==> src/rtl/irq_trk_pkg.sv <==
package irq_trk_pkg;
    localparam int VEC_COUNT  = 256;
    localparam int WORD_W     = 32;
    localparam int NUM_WORDS  = VEC_COUNT / WORD_W;
    localparam int VEC_W      = $clog2(VEC_COUNT);
    localparam int BIT_W      = $clog2(WORD_W);
    localparam int WSEL_W     = $clog2(NUM_WORDS);
    localparam int CLASS_LSB  = 4;

    typedef logic [NUM_WORDS-1:0][WORD_W-1:0] vec_words_t;

    typedef struct packed {
        logic             valid;
        logic [VEC_W-1:0] vec;
    } top_vec_t;

    typedef struct packed {
        logic             found;
        logic [BIT_W-1:0] pos;
    } word_msb_t;

    function automatic word_msb_t msb_in_word(input logic [WORD_W-1:0] w);
        word_msb_t r;
        r = '0;
        for (int i = 0; i < WORD_W; i++) begin
            if (w[i]) begin
                r.found = 1'b1;
                r.pos   = BIT_W'(i);
            end
        end
        return r;
    endfunction

    function automatic logic outranks(input top_vec_t p, input top_vec_t s);
        return p.valid && (!s.valid ||
               (p.vec[VEC_W-1:CLASS_LSB] > s.vec[VEC_W-1:CLASS_LSB]));
    endfunction
endpackage

==> src/rtl/irq_vec_array.sv <==
module irq_vec_array
    import irq_trk_pkg::*;
#(
    parameter int NW = NUM_WORDS,
    parameter int WW = WORD_W
) (
    input  logic                           clk,
    input  logic                           rst,
    input  logic                           set_en,
    input  logic [$clog2(NW*WW)-1:0]       set_idx,
    input  logic                           clr_en,
    input  logic [$clog2(NW*WW)-1:0]       clr_idx,
    output logic [NW-1:0][WW-1:0]          words
);
    localparam int IDX_W = $clog2(NW * WW);
    localparam int BW    = $clog2(WW);
    localparam int WS_W  = IDX_W - BW;

    for (genvar w = 0; w < NW; w++) begin : g_word
        logic          set_hit;
        logic          clr_hit;
        logic [WW-1:0] set_m;
        logic [WW-1:0] clr_m;
        logic [WW-1:0] word_q;

        always_comb begin
            set_hit = set_en && (set_idx[IDX_W-1:BW] == WS_W'(w));
            clr_hit = clr_en && (clr_idx[IDX_W-1:BW] == WS_W'(w));
            set_m   = set_hit ? (WW'(1) << set_idx[BW-1:0]) : '0;
            clr_m   = clr_hit ? (WW'(1) << clr_idx[BW-1:0]) : '0;
        end

        // set wins over clear on the same bit
        always_ff @(posedge clk) begin
            if (rst) word_q <= '0;
            else     word_q <= (word_q & ~clr_m) | set_m;
        end

        assign words[w] = word_q;
    end
endmodule

==> src/rtl/irq_prio_find.sv <==
module irq_prio_find
    import irq_trk_pkg::*;
(
    input  vec_words_t words,
    output top_vec_t   best
);
    always_comb begin
        word_msb_t m;
        best = '0;
        // ascending scan: a higher non-zero word overrides lower ones
        for (int w = 0; w < NUM_WORDS; w++) begin
            m = msb_in_word(words[w]);
            if (m.found) begin
                best.valid = 1'b1;
                best.vec   = VEC_W'(w * WORD_W) | VEC_W'(m.pos);
            end
        end
    end
endmodule

==> src/rtl/irq_tracker.sv <==
module irq_tracker
    import irq_trk_pkg::*;
(
    input  logic              clk,
    input  logic              rst,
    input  logic              req_valid,
    input  logic [VEC_W-1:0]  req_vec,
    input  logic              take,
    input  logic              done,
    input  logic              rd_sel,
    input  logic [WSEL_W-1:0] rd_word,
    output logic [WORD_W-1:0] rd_data,
    output logic              pend_valid,
    output logic [VEC_W-1:0]  pend_vec,
    output logic              svc_valid,
    output logic [VEC_W-1:0]  svc_vec,
    output logic              irq_ready
);
    vec_words_t pend_words;
    vec_words_t svc_words;
    top_vec_t   pend_best;
    top_vec_t   svc_best;
    logic       take_eff;
    logic       done_eff;

    assign take_eff = take && pend_best.valid;
    assign done_eff = done && svc_best.valid;

    irq_vec_array #(.NW(NUM_WORDS), .WW(WORD_W)) u_pend (
        .clk     (clk),
        .rst     (rst),
        .set_en  (req_valid),
        .set_idx (req_vec),
        .clr_en  (take_eff),
        .clr_idx (pend_best.vec),
        .words   (pend_words)
    );

    irq_vec_array #(.NW(NUM_WORDS), .WW(WORD_W)) u_svc (
        .clk     (clk),
        .rst     (rst),
        .set_en  (take_eff),
        .set_idx (pend_best.vec),
        .clr_en  (done_eff),
        .clr_idx (svc_best.vec),
        .words   (svc_words)
    );

    irq_prio_find u_find_pend (.words(pend_words), .best(pend_best));
    irq_prio_find u_find_svc  (.words(svc_words),  .best(svc_best));

    assign pend_valid = pend_best.valid;
    assign pend_vec   = pend_best.vec;
    assign svc_valid  = svc_best.valid;
    assign svc_vec    = svc_best.vec;
    assign irq_ready  = outranks(pend_best, svc_best);
    assign rd_data    = rd_sel ? svc_words[rd_word] : pend_words[rd_word];
endmodule

==> config.mk <==
export PLATFORM = sky130hd
export DESIGN_NAME = irq_tracker
export DESIGN_NICKNAME = d
export VERILOG_FILES = /design/src/rtl/irq_trk_pkg.sv /design/src/rtl/irq_vec_array.sv /design/src/rtl/irq_prio_find.sv /design/src/rtl/irq_tracker.sv
export SDC_FILE = /design/constraint.sdc
export NUM_CORES = 2
export LEC_CHECK = 0
export BUFFER_PORTS_ARGS = -buffer_cell sky130_fd_sc_hd__clkbuf_2
export CELL_PAD_IN_SITES_DETAIL_PLACEMENT = 0
export CELL_PAD_IN_SITES_GLOBAL_PLACEMENT = 1
export CORE_UTILIZATION = 50
export DETAILED_ROUTE_END_ITERATION = 6
export PLACE_DENSITY_LB_ADDON = 0.2
export SYNTH_ARGS = -nofsm -noshare
export SYNTH_HDL_FRONTEND = slang
export SYNTH_SLANG_ARGS = --single-unit
==> constraint.sdc <==
create_clock -name clk -period 6.5 [get_ports clk]
set_input_delay 0.65 -clock clk [delete_from_list [all_inputs] [get_ports clk]]
set_output_delay 0.65 -clock clk [all_outputs]
set_load 0.05 [all_outputs]
## Word-level counts from Yosys, hierarchy flattened

Cells that the tools add are included.

| word-level totals | value |
|---|---|
| flip-flop bits (word level) | 512 |
| bits of input ports | 17 |
| output and inout port bits | 51 |
| word-level logic and storage cells | 679 |

| operators by class | value |
|---|---|
| order comparisons | 2 |
| equality and inequality tests | 21 |
| shift operators | 3 |
| muxes and demuxes | 557 |
| bitwise logic cells | 48 |
| reductions and logical operators | 32 |

Operators with widths:

| cell | number |
|---|---|
| $mux W6 | 512 |
| $mux W32 | 27 |
| $and A32 B32 Y32 | 16 |
| $not A32 Y32 | 16 |
| $or A32 B32 Y32 | 16 |
| $bmux W32 S3 | 2 |
| $mux W9 | 16 |
| $shl A1 B5 Y32 const A | 3 |
| $eq A3 B3 Y1 const B | 12 |
| $logic_and A1 B1 Y1 | 27 |
| $eq A3 B2 Y1 const B | 6 |
| $eq A3 B1 Y1 const B | 3 |
| $logic_not A3 Y1 | 3 |
| $gt A4 B4 Y1 | 1 |
| $lt A3 B4 Y1 const B | 1 |
| $logic_not A1 Y1 | 1 |
| $logic_or A1 B1 Y1 | 1 |

## Depth between registers and ports, before layout

| logic depth | value |
|---|---|
| depth after elaboration | 46 |
| depth in mapped cells | 14 |
| gate-level depth less buffers | 13 |

## Hierarchy

From an unflattened synthesis, not the netlist that was laid out.

| unflattened totals | value |
|---|---|
| cell total of the unflattened synthesis | 3,324 |
| area total of the unflattened synthesis | 29,114.2 sq um |

Modules (own cells, without submodules):

| module | instances | cells an instance | area an instance (sq um) | sequential area each (sq um) |
|---|---|---|---|---|
| irq_vec_array | 2 | 976 | 9,570.4 | 5,124.9 |
| irq_prio_find | 2 | 542 | 3,072.9 | 0.0 |
| irq_tracker | 1 | 288 | 3,827.4 | 0.0 |

## Worst setup path before layout

Ideal clock, no wire load.

| timing | value |
|---|---|
| kind | reg2out |
| start | register u_pend.g_word[1].word_q[12] |
| end | output port irq_ready |
| arrival time | 4.515 ns |
| required time | 5.850 ns |
| setup slack | 1.335 ns |
| cell stages (with the launch flop) | 14 |
| path buffers | 0 |
| cell sequence | dfxtp_1 or4_1 or4_4 o211ai_1 nand2_1 a21oi_1 o21ai_1 ha_1 nor2b_1 o21ai_0 nand2b_1 a21oi_1 a41o_1 a21boi_0 |

| on the way | value |
|---|---|
| longest elaborated chain between the ends | 30 |

RTL lines:

| what | RTL line | source |
|---|---|---|
| start, declared | irq_vec_array.sv:24 | `logic [WW-1:0] word_q;` |
| start signal, assigned | irq_vec_array.sv:36 | `else word_q <= (word_q & ~clr_m) \| set_m;` |
| $mux W6 (20 in a row) | irq_trk_pkg.sv:26 | `if (w[i]) begin` |
| $mux W9 (7 in a row) | irq_prio_find.sv:13 | `if (m.found) begin` |
| named net pend_vec[5] | irq_tracker.sv:14 | `output logic [VEC_W-1:0] pend_vec,` |
| $gt A4 B4 Y1 | irq_trk_pkg.sv:36 | `(p.vec[VEC_W-1:CLASS_LSB] > s.vec[VEC_W-1:CLASS_LSB]));` |
| $logic_or A1 B1 Y1 | irq_trk_pkg.sv:35 | `return p.valid && (!s.valid \|\|` |
| $logic_and A1 B1 Y1 | irq_trk_pkg.sv:35 |  |
| end, declared | irq_tracker.sv:17 | `output logic irq_ready` |

The timed path passes the listed nets, and every way through them passes these cells.

## Worst setup path in the final report

| timing | value |
|---|---|
| start | register u_pend.g_word[1].word_q[24] |
| end | output port irq_ready |

| on the way | value |
|---|---|
| longest elaborated chain between the ends | 18 |

RTL lines:

| what | RTL line |
|---|---|
| $mux W6 * (8 in a row) | irq_trk_pkg.sv:26 |
| $mux W9 * (7 in a row) | irq_prio_find.sv:13 |
| $gt A4 B4 Y1 | irq_trk_pkg.sv:36 |
| $logic_or A1 B1 Y1 | irq_trk_pkg.sv:35 |
| $logic_and A1 B1 Y1 * | irq_trk_pkg.sv:35 |

Mark *: on every way between the ends. The rest lies on a longest branch, timed or not.

==> reports/results.txt <==
The switching share of power is 33.7%. Yosys mapped a number of flops with a built-in enable equal to 0. Counting flops and latches in the post-synthesis netlist gives 512.

For this run, global-route usage on met2 was measured as 72.2%. The analysis attributes to cell leakage a power of 0.0110 uW. The share of synthesized flip-flops with an asynchronous set or reset came out at 0%. The number of buffers inserted by port buffering came out at 67.

Summed over all nets, the switching power comes to 2850 uW. The run gives 56.1% as the utilization after layout. Detailed placement finished with a half-perimeter wire length of 122,000 um. Buffers added to address setup during post-CTS repair amount to 0. The sum of negative setup slack was 0 ps; the share of synthesized area occupied by flip-flops and latches was 34.9%. Setup violations remaining at the end of the flow were counted as 0. The width of the die was 244 um. The die covers 59,700 um^2. The CTS buffer count was 57; the met1 routing resource usage after global routing was 69.7%. Data on the critical path arrives at its endpoint at 5330 ps. 68 I/O pins were placed. After layout, the design draws a total of 8450 uW. In this run the worst path has a maximum fanout of 5. For the clock network fraction of total power, the log shows 43.0%. The category of the most critical setup path is reg2out. The total number of clock tree sinks is 512, and the transition time at the pin with the least slew margin is 1510 ps. The run gives 0 as the sum of overflow across all layers after global routing. The final layout contains 3,386 nets. The count of final hold-check violations came out at 0. The number of detailed-routing iterations run before antenna repair is 7, and the largest incremental delay on the critical path is 980 ps. Class of the tightest hold or removal check: reg2reg. The library cells used most frequently in the layout, excluding fill and tap cells, are sky130_fd_sc_hd__dfxtp_1 (512), sky130_fd_sc_hd__o21ai_0 (461), sky130_fd_sc_hd__o211ai_1 (335). The logs give 6,221 for the number of DRC markers after the initial detailed-route iteration and 1 for the number of max-capacitance violations reported. Leaving out fill and tap cells, the most frequent cell in the layout is sky130_fd_sc_hd__dfxtp_1.

The worst endpoint required time was 5850 ps. In this run the tightest slew margin relative to its limit is -1.23%. From synthesis to final layout, the design area changed by 10.5%. Dividing the detail-routed wire length by the instance count gives 39.8 um. In this run the vertical extent of the chip is 244 um.

The smallest clock period supported by the final layout is computed as 5980 ps. The row count was 88; the initial antenna violation count was 11. The flow ran to the end, but the final reports show violations.

The logs give 3,406 for the synthesized net count and 5610 uW for the cell-internal power. The final reports fail on design-rule violations, max-capacitance violations, max-slew violations. Critical-path cell with the highest stage delay: sky130_fd_sc_hd__nor4_1.

The final max-slew violation count was 33; the pin count of the biggest net entering global routing was 117. For this design, the CTS-stage hold fixing added 0 buffers. The clock arrives with 26.7 ps of skew.

Proportion of layout cells with a drive suffix above 1: 15.3%. Routability-driven placement finished with a final weighted congestion of 1.19. The worst setup path is captured at an output port.

In the routed layout, each cell is associated on average with a via count of 8.07. The average footprint of a synthesized cell is 8.67 um^2. The first global-routing pass estimated 231,000 um of wire. The most used flip-flop cell after synthesis is sky130_fd_sc_hd__dfxtp_1. The root buffer cell chosen for the clock tree is sky130_fd_sc_hd__clkbuf_16. Summing over every cut layer, the via total after detailed routing is 33,766. Setup repair after global routing left no endpoint under its margin. After synthesis the cells add up to 29,400 um^2. Yosys printed 0 warnings.

In this run the remaining antenna-violating nets after routing total 0. Summed over all layers, the routed wires come to 166,000 um. The number of gates resized after CTS was 0. TritonCTS built the clock tree.

The latest clock arrival within the worst-skew pair was 660 ps; the period utilization was 92.0%. The number of buffers between clock root and the deepest sink came out at 3. The post-synthesis cell count is 3,385. The tools report the startpoint type of the worst setup path as a flip-flop. The total area inside the core boundary comes to 57,800 um^2. The tools report the sequential share of power as 37.4%. The share of power burned in combinational logic is 19.6%.

The total track usage is 54.3%, and the areal power density over the cells is 261 nW/um^2. The initial cell density of the core was 50.8%. Most repeated library cell on the critical path: sky130_fd_sc_hd__a21oi_1. The clock input transition at the sequential cells of the worst setup and hold paths came out at 60 ps. For this run, the top clock speed supported by timing is 167 MHz. The logs give 25.0% for the met3 usage and 84 for the distinct cell type count after synthesis. The via count of the first global-routing pass was 30,001. The most utilized layer in the global route result is met2. The post-detailed-route DRC marker count came out at 10.

The worst vdd rail ir drop was 0.000236 V; the H-tree depth was 2. Traced cell by cell, the critical path runs through nor4_1 -> nand4_1 -> o211ai_1 -> nand2_1 -> a21oi_1 -> o21ai_1 -> ha_1 -> nor2b_1 -> o21ai_0 -> nand2b_1 -> a21oi_1 -> a41o_1 -> a21boi_0 -> clkbuf_2.
## metal layers
layer | vias to the layer above | part of all wire (%)
li1 | 13280 | -
met1 | 16126 | 35
met2 | 3594 | 38
met3 | 754 | 18
met4 | 12 | 8.4
met5 | - | 0.044
## logic make-up after synthesis
logic type,after synthesis,synth area share [%]
AO/OA/AOI/OAI,1319,29.6
AND/OR/NAND/NOR,1067,18.8
flip-flops,512,34.9
buffers and inverters,323,4.30
multiplexers,160,12.3
adder cells (fa/ha/maj),4,0.170
## worst paths after layout
kind	startpoint	endpoint	slack, ps	cells after the start
max reg2reg	u_pend.g_word[0].word_q[13]$_SDFF_PP0_	u_svc.g_word[0].word_q[22]$_SDFF_PP0_	600	11
min reg2reg	u_svc.g_word[4].word_q[0]$_SDFF_PP0_	u_svc.g_word[4].word_q[0]$_SDFF_PP0_	510	2
min	u_svc.g_word[4].word_q[0]$_SDFF_PP0_	u_svc.g_word[4].word_q[0]$_SDFF_PP0_	510	2
max	u_pend.g_word[1].word_q[24]$_SDFF_PP0_	irq_ready	520	14
## cell usage after synthesis (all sizes together) (9+ instances only)
cell / count / area share [%]
a31oi: 23 / 0.49
o31ai: 37 / 0.95
nor3: 77 / 1.4
a2111oi: 9 / 0.27
a31o: 80 / 2.4
dfxtp: 512 / 35
nor3b: 9 / 0.23
o32ai: 34 / 1.0
inv: 106 / 1.4
nand3: 73 / 1.3
mux4: 160 / 12
or3: 10 / 0.21
a21oi: 162 / 2.8
nand4: 41 / 0.87
nor2: 319 / 4.1
and2: 12 / 0.26
or2: 45 / 0.96
o311ai: 25 / 0.75
o21bai: 16 / 0.41
a211oi: 16 / 0.44
o211ai: 335 / 8.6
or4: 60 / 1.5
nand2b: 49 / 1.0
o21a: 19 / 0.49
buf: 57 / 0.90
o21ai: 467 / 8.0
nand2: 158 / 2.0
nor4: 147 / 3.3
clkbuf: 160 / 2.0
nor2b: 32 / 0.68
## power groups by stage
| stage | clock network [uW] | registers [uW] | logic, uW |
|---|---|---|---|
| floorplan | 0 | 3220 | 915 |
| global placement | 0 | 3230 | 1550 |
| detailed placement | 0 | 3230 | 1540 |
| CTS | 3590 | 3160 | 1550 |
| global route | 3700 | 3160 | 1640 |
| finish | 3630 | 3160 | 1660 |
## cell type report
class                           instances  area [um^2]
Inverter                              106          405
Timing Repair Buffer                  138          908
Multi-Input combinational cell       2550        17900
Clock inverter                         26          400
Clock buffer                           79         1630
Antenna cell                            8         20.0
Sequential cell                       512        10200
Tap cell                              765          957
Fill cell                            5193        25400
## state kept, by name, indices dropped and copies added (netlist names)
| register | flops |
|---|---|
| u_pend.g_word.word_q | 256 |
| u_svc.g_word.word_q | 256 |
## worst max-delay path: cells and delay by family, from the launching register on
family                   cells  cell delay (ps)
flip-flops                   1              350
AO/OA/AOI/OAI                7             1760
buffers and inverters        1              350
AND/OR/NAND/NOR              5             1810
adder cells (fa/ha/maj)      1              390
## through the flow
step / cells / worst slack (ps) / instance area [um^2] / hold slack (ps)
floorplan: 3385 / 1330 / 29400 / 464
global placement: 4071 / 1190 / 30400 / 487
detailed placement: 4071 / 1120 / 30400 / 494
CTS: 4176 / 877 / 32400 / 503
global route: 4176 / 611 / 32400 / 514
finish: 4184 / 522 / 32400 / 505
(Power assumes the default switching activity.)
